--- src/rtl/can_stat_pkg.sv ---
package can_stat_pkg;

    // Per-object flags plus the configuration bits that steer remote handling
    typedef struct packed {
        logic txrq;
        logic newdat;
        logic intpnd;
        logic valid;
        logic dir;
        logic rmten;
        logic umask;
    } obj_state_t;

    localparam obj_state_t OBJ_RESET = '0;

endpackage

--- src/rtl/can_obj_cell.sv ---
module can_obj_cell
    import can_stat_pkg::*;
#(
    parameter int OBJ_W   = 6,
    parameter int OBJ_NUM = 1
) (
    input  logic             clk,
    input  logic             rst_n,
    input  logic             cmd_wr,
    input  logic [OBJ_W-1:0] cmd_obj,
    input  logic             cmd_arb,
    input  logic             cmd_ctrl,
    input  logic             cmd_valid,
    input  logic             cmd_dir,
    input  logic             cmd_txrq,
    input  logic             cmd_newdat,
    input  logic             cmd_intpnd,
    input  logic             cmd_rmten,
    input  logic             cmd_umask,
    input  logic             tx_done,
    input  logic [OBJ_W-1:0] tx_obj,
    input  logic             rx_data,
    input  logic             rx_remote,
    input  logic [OBJ_W-1:0] rx_obj,
    output obj_state_t       state
);

    localparam logic [OBJ_W-1:0] MY_NUM = OBJ_W'(OBJ_NUM);

    obj_state_t st_d, st_q;
    logic cpu_hit, tx_hit, rxd_hit, rmt_hit;

    assign cpu_hit = cmd_wr && (cmd_obj == MY_NUM);
    assign tx_hit  = tx_done && (tx_obj == MY_NUM);
    assign rxd_hit = rx_data && (rx_obj == MY_NUM);
    assign rmt_hit = rx_remote && (rx_obj == MY_NUM);

    // CPU writes are applied first so that engine events override them
    always_comb begin
        st_d = st_q;
        if (cpu_hit && cmd_arb) begin
            st_d.valid = cmd_valid;
            st_d.dir   = cmd_dir;
        end
        if (cpu_hit && cmd_ctrl) begin
            st_d.txrq   = cmd_txrq;
            st_d.newdat = cmd_newdat;
            st_d.intpnd = cmd_intpnd;
            st_d.rmten  = cmd_rmten;
            st_d.umask  = cmd_umask;
        end
        if (tx_hit) begin
            st_d.txrq   = 1'b0;
            st_d.intpnd = 1'b1;
        end
        if (rxd_hit) begin
            st_d.newdat = 1'b1;
            st_d.intpnd = 1'b1;
        end
        if (rmt_hit && st_q.dir) begin
            if (st_q.rmten) begin
                st_d.txrq = 1'b1;
            end else if (st_q.umask) begin
                st_d.txrq = 1'b0;
            end
        end
    end

    always_ff @(posedge clk or negedge rst_n) begin
        if (!rst_n) st_q <= OBJ_RESET;
        else        st_q <= st_d;
    end

    assign state = st_q;

    a_r3_tx_clears: assert property (@(posedge clk) disable iff (!rst_n)
        (tx_hit && !rmt_hit) |=> (!st_q.txrq && st_q.intpnd));

    a_r4_remote_sets: assert property (@(posedge clk) disable iff (!rst_n)
        (rmt_hit && st_q.dir && st_q.rmten) |=> st_q.txrq);

    a_r5_remote_clears: assert property (@(posedge clk) disable iff (!rst_n)
        (rmt_hit && st_q.dir && !st_q.rmten && st_q.umask) |=> !st_q.txrq);

    a_r6_remote_keeps: assert property (@(posedge clk) disable iff (!rst_n)
        (rmt_hit && !(st_q.dir && (st_q.rmten || st_q.umask)) && !tx_hit
         && !(cpu_hit && cmd_ctrl)) |=> $stable(st_q.txrq));

    a_r8_rx_flags: assert property (@(posedge clk) disable iff (!rst_n)
        rxd_hit |=> (st_q.newdat && st_q.intpnd));

    a_r10_engine_wins: assert property (@(posedge clk) disable iff (!rst_n)
        (cpu_hit && cmd_ctrl && !cmd_intpnd && rxd_hit) |=> st_q.intpnd);

endmodule

--- src/rtl/can_int_arb.sv ---
module can_int_arb #(
    parameter int N_OBJ = 32,
    parameter int ID_W  = 6
) (
    input  logic             clk,
    input  logic             rst_n,
    input  logic [N_OBJ-1:0] pend,
    output logic [ID_W-1:0]  int_id
);

    logic [ID_W-1:0] id_d;

    // Scan from the top so the lowest pending number is the last to win
    always_comb begin
        id_d = '0;
        for (int i = N_OBJ - 1; i >= 0; i--) begin
            if (pend[i]) id_d = ID_W'(i + 1);
        end
    end

    assign int_id = id_d;

    a_r9_idle_zero: assert property (@(posedge clk) disable iff (!rst_n)
        ((int_id == '0) == (pend == '0)));

    a_r9_id_pending: assert property (@(posedge clk) disable iff (!rst_n)
        (int_id != '0) |-> pend[int_id - 1'b1]);

endmodule

--- src/rtl/can_msg_status.sv ---
module can_msg_status
    import can_stat_pkg::*;
#(
    parameter int N_OBJ = 32,
    parameter int OBJ_W = 6
) (
    input  logic             clk,
    input  logic             rst_n,
    input  logic             cmd_wr,
    input  logic [OBJ_W-1:0] cmd_obj,
    input  logic             cmd_arb,
    input  logic             cmd_ctrl,
    input  logic             cmd_valid,
    input  logic             cmd_dir,
    input  logic             cmd_txrq,
    input  logic             cmd_newdat,
    input  logic             cmd_intpnd,
    input  logic             cmd_rmten,
    input  logic             cmd_umask,
    input  logic             tx_done,
    input  logic [OBJ_W-1:0] tx_obj,
    input  logic             rx_data,
    input  logic             rx_remote,
    input  logic [OBJ_W-1:0] rx_obj,
    output logic [15:0]      txrq_lo,
    output logic [15:0]      txrq_hi,
    output logic [15:0]      newdat_lo,
    output logic [15:0]      newdat_hi,
    output logic [15:0]      intpnd_lo,
    output logic [15:0]      intpnd_hi,
    output logic [15:0]      valid_lo,
    output logic [15:0]      valid_hi,
    output logic [OBJ_W-1:0] int_id,
    output logic             tx_ok
);

    localparam int HALF = N_OBJ / 2;

    obj_state_t       obj_st [N_OBJ];
    logic [N_OBJ-1:0] txrq_v, newdat_v, intpnd_v, valid_v;
    logic             tx_ok_d, tx_ok_q;

    for (genvar g = 0; g < N_OBJ; g++) begin : g_obj
        can_obj_cell #(
            .OBJ_W  (OBJ_W),
            .OBJ_NUM(g + 1)
        ) u_cell (
            .clk       (clk),
            .rst_n     (rst_n),
            .cmd_wr    (cmd_wr),
            .cmd_obj   (cmd_obj),
            .cmd_arb   (cmd_arb),
            .cmd_ctrl  (cmd_ctrl),
            .cmd_valid (cmd_valid),
            .cmd_dir   (cmd_dir),
            .cmd_txrq  (cmd_txrq),
            .cmd_newdat(cmd_newdat),
            .cmd_intpnd(cmd_intpnd),
            .cmd_rmten (cmd_rmten),
            .cmd_umask (cmd_umask),
            .tx_done   (tx_done),
            .tx_obj    (tx_obj),
            .rx_data   (rx_data),
            .rx_remote (rx_remote),
            .rx_obj    (rx_obj),
            .state     (obj_st[g])
        );
        assign txrq_v[g]   = obj_st[g].txrq;
        assign newdat_v[g] = obj_st[g].newdat;
        assign intpnd_v[g] = obj_st[g].intpnd;
        assign valid_v[g]  = obj_st[g].valid;
    end

    can_int_arb #(
        .N_OBJ(N_OBJ),
        .ID_W (OBJ_W)
    ) u_arb (
        .clk   (clk),
        .rst_n (rst_n),
        .pend  (intpnd_v),
        .int_id(int_id)
    );

    // Transmit-OK follows every completion, independent of the valid bit
    always_comb begin
        tx_ok_d = tx_done;
    end

    always_ff @(posedge clk or negedge rst_n) begin
        if (!rst_n) tx_ok_q <= 1'b0;
        else        tx_ok_q <= tx_ok_d;
    end

    assign tx_ok     = tx_ok_q;
    assign txrq_lo   = txrq_v[HALF-1:0];
    assign txrq_hi   = txrq_v[N_OBJ-1:HALF];
    assign newdat_lo = newdat_v[HALF-1:0];
    assign newdat_hi = newdat_v[N_OBJ-1:HALF];
    assign intpnd_lo = intpnd_v[HALF-1:0];
    assign intpnd_hi = intpnd_v[N_OBJ-1:HALF];
    assign valid_lo  = valid_v[HALF-1:0];
    assign valid_hi  = valid_v[N_OBJ-1:HALF];

    a_r3_tx_ok_pulse: assert property (@(posedge clk) disable iff (!rst_n)
        tx_done |=> tx_ok);

    a_r3_tx_ok_cause: assert property (@(posedge clk) disable iff (!rst_n)
        !tx_done |=> !tx_ok);

endmodule

--- config.mk ---
export PLATFORM = sky130hd
export DESIGN_NAME = can_msg_status
export DESIGN_NICKNAME = d
export VERILOG_FILES = /design/src/rtl/can_stat_pkg.sv /design/src/rtl/can_obj_cell.sv /design/src/rtl/can_int_arb.sv /design/src/rtl/can_msg_status.sv
export SDC_FILE = /design/constraint.sdc
export NUM_CORES = 1
export LEC_CHECK = 0
export BUFFER_PORTS_ARGS = -buffer_cell sky130_fd_sc_hd__buf_2
export CORE_MARGIN = 2
export CORE_UTILIZATION = 58
export CTS_CLUSTER_SIZE = 30
export DETAILED_ROUTE_END_ITERATION = 8
export MAX_ROUTING_LAYER = met4
export PLACE_DENSITY_LB_ADDON = 0.1
export SLEW_MARGIN = 20
export SYNTH_ARGS = -nofsm -noshare
export SYNTH_HDL_FRONTEND = slang
export SYNTH_SLANG_ARGS = --single-unit
--- constraint.sdc ---
create_clock -name clk -period 1.87 [get_ports clk]
set_input_delay 0.2805 -clock clk [delete_from_list [all_inputs] [get_ports clk]]
set_output_delay 0.2805 -clock clk [all_outputs]
set_load 0.1 [all_outputs]
==> impl_metrics.csv <==
group,metric,value,unit
run_status,status,"finished, violations left",
run_status,violations,"setup timing",
sta,fmax,0.404,GHz
global_route,grt_pass1_wl,52.9,mm
global_route,antenna_found_initial,0,
setup_path,worstSetupStartpointType,"flop",
routing,wl,34.4,mm
floorplanning,core_area,0.0195,mm2
setup_path,crit_arrival,2.19,ns
global_route,track_usage,33.2,%
floorplanning,start_util,59.3,%
routing,wl_per_cell,22.2,um
sta,finalMaxSlewViolations,0,
logic_synthesis,syn_nets,1155,
logic_synthesis,ys_ff_latch,225,
sta,fin_crit,2.47,ns
logic_synthesis,synth_most_common_cell,"dfrtp_1",
hold_path,hold_class,"input pin to flop",
power_and_ir_drop,combPwrFrac,37.0,%
setup_path,crit_type,"flop to output port",
routing,drt_iter0_drc,730,
sta,setup_viol,6,
placement,gp_congestion,1.01,
sta,fin_worst_skew,0.00936,ns
clocking,insertion_delay,0.53,ns
floorplanning,die_w,145,um
sta,final.period_utilization,132,%
logic_synthesis,synth_area_leaders,"dfrtp_1 49%, mux2_2 13%, buf_4 8.5%, nand2_1 5.7%, mux2i_1 4.6%",
sta,hold_viol_final,0,
flow_run,maxCapViolations,0,
logic_synthesis,syn_area_per_cell,10.3,um2
power_and_ir_drop,p_leak,0.00693,uW
sta,setup_tns,-3.29,ns
clocking,cts_tree,"done",
setup_path,worstSetupEndpoint,"int_id[5]",
floorplanning,dieArea,0.0211,mm2
global_route,gr-total-overflow,0,
logic_synthesis,synth-edff-count,0,
clocking,cts_made_buffers,25,
logic_synthesis,synth_top_area_share,48.6,%
routing,vias,9273,
power_and_ir_drop,ir_drop,0.826,mV
setup_path,worstPathRequired,1.59,ns
final_layout,num_antenna_cells,0,
routing,ant_nets,0,
power_and_ir_drop,netSwitchingFraction,43.7,%
logic_synthesis,synth-warning-count,0,
placement,io_buffers,167,
final_layout,nets,1302,
global_route,grt_pass1_vias,9023,
logic_synthesis,ys_async_sr_fraction,100,%
clocking,cts_root_buf,"clkbuf_16",
routing,drt_pass1_iterations,5,
setup_path,ff2ff_setup_slack,0.73,ns
routing,drc_errors,0,
final_layout,synthToLayoutAreaGrowth,18.4,%
sta,worst_slack,-0.603,ns
floorplanning,die_h,145,um
power_and_ir_drop,seqPwrFrac,35.3,%
power_and_ir_drop,intPower,9640,uW
logic_synthesis,syn_inst,1122,
setup_path,worst-path-max-fanout,3,
sta,relSlewSlack,62.5,%
clocking,cts.sinks,225,
final_layout,drive_above_1_share,39.4,%
routing,vias_per_cell,5.99,
global_route,grt_max_degree,49,
setup_path,reg2reg_from,"g_obj[31].u_cell.state[2]",
sta,rsz0062_at_grt,"true",
clocking,clk_pin_slew,0.06,ns
setup_path,rr_endpoint,"g_obj[31].u_cell.state[6]",
power_and_ir_drop,p_switching,7490,uW
placement,pre_cts_slack,-0.0979,ns
logic_synthesis,ys_seq_area_share,48.6,%
logic_synthesis,synth_cell_types,51,
logic_synthesis,synth_common_cells,"225 x dfrtp_1, 175 x nand2_1, 131 x buf_4, 131 x mux2_2, 90 x nand3_1",
floorplanning,rows,51,
logic_synthesis,synth_top_cell_by_area,"dfrtp_1",
clocking,htree_levels,1,
logic_synthesis,ys.flop_type,"dfrtp_1",
power_and_ir_drop,pwr-share-clk,27.7,%
placement,dpl.hpwl,25.3,mm
floorplanning,ios,168,
logic_synthesis,syn_area,0.0116,mm2
setup_path,cp-startpoint,"g_obj[21].u_cell.state[4]",
setup_path,reg2reg_depth,3,
power_and_ir_drop,p_per_area,1250,mW/mm2
setup_path,critPathCaptureType,"output port",
sta,worst_pin_slew,0.561,ns
clocking,cts_buffer_depth,3,
power by group through the flow:
stage | Sequential [uW] | Clock, uW | Combinational [uW]
after global placement | 6080 | 0 | 6260
final | 6040 | 4740 | 6340
after floorplan | 5980 | 0 | 5430
after global routing | 6110 | 5020 | 6550
after detailed placement | 6100 | 0 | 6290
after CTS | 6030 | 4780 | 6340
per-stage QoR:
| stage | cell area, um2 | cells | total power [uW] | util (%) | hold slack, ns |
|---|---|---|---|---|---|
| floorplan | 11700 | 1122 | 11400 | - | -0.0151 |
| finish | 13700 | 1549 | 17100 | 70.3 | 0.0884 |
| CTS | 13700 | 1549 | 17100 | 70.1 | 0.0786 |
| global placement | 12800 | 1500 | 12300 | 65.6 | 0.200 |
| global route | 13700 | 1549 | 17700 | 70.3 | 0.104 |
| detailed placement | 12800 | 1500 | 12400 | 65.6 | 0.201 |
routing by layer:
metal	vias to the layer above	track usage [%]	part of all wire, %
li1	4133	-	-
met2	462	49.1	45
met4	0	11.7	3.7
met5	-	-	0
met1	4597	48.1	44
met3	81	3.73	7.8
worst min-delay path by stage:
stage,from,end,slack [ns],cells past startpoint
floorplan,rst_n,g_obj[0].u_cell.state[0],-0.02,0
global placement,rst_n,g_obj[2].u_cell.state[6],0.20,1
detailed placement,rst_n,g_obj[2].u_cell.state[6],0.20,1
CTS,rx_data,g_obj[31].u_cell.state[5],0.08,3
global route,rx_data,g_obj[31].u_cell.state[5],0.10,3
finish,rx_data,g_obj[31].u_cell.state[5],0.09,3
critical path: stages, from the launching register on:
cell     delay [ns]
dfrtp_1        0.39
or4_4          0.59
nor3_4         0.21
buf_6          0.12
and3_4         0.18
buf_12         0.17
flip-flops by register name, indices dropped and copies added, names as in the netlist:
register and flops:
g_obj.u_cell.state 224, tx_ok 1
layout make-up:
cell class | instances | area (um2)
tap | 265 | 332
fill | 1533 | 5800
inverter | 7 | 26.3
sequential | 225 | 5630
clock buffer | 40 | 772
clock inverter | 2 | 13.8
timing repair buffer | 297 | 2030
multi-input combinational | 713 | 4920
logic make-up after synthesis:
| kind of cell | after synthesis | synth area share (%) |
|---|---|---|
| simple gates | 461 | 20.3 |
| flops | 225 | 48.6 |
| mux | 184 | 17.3 |
| buf+inv | 184 | 10.3 |
| compound gates | 68 | 3.43 |
cell usage in the layout (no fill, tap or decap), types with 9 or more instances in the layout:
cell,n
a21oi_1,16
buf_12,14
buf_2,158
buf_4,118
clkbuf_16,25
clkbuf_8,9
dfrtp_1,225
mux2_2,131
mux2i_1,53
nand2_1,174
nand2b_1,9
nand3_1,89
nand4_1,62
nor2_1,44
nor2b_1,9
nor3_1,15
o21ai_0,25
what timing repair did:
item | CTS | global route
setup buffers | 5 | 0
resized for setup | 7 | 11
endpoints found under the setup margin | 6 | 8
endpoints found under the hold margin | 70 | 0
pin swaps | 8 | 4
hold buffers | 2 | 0
(Power assumes the default switching activity.)
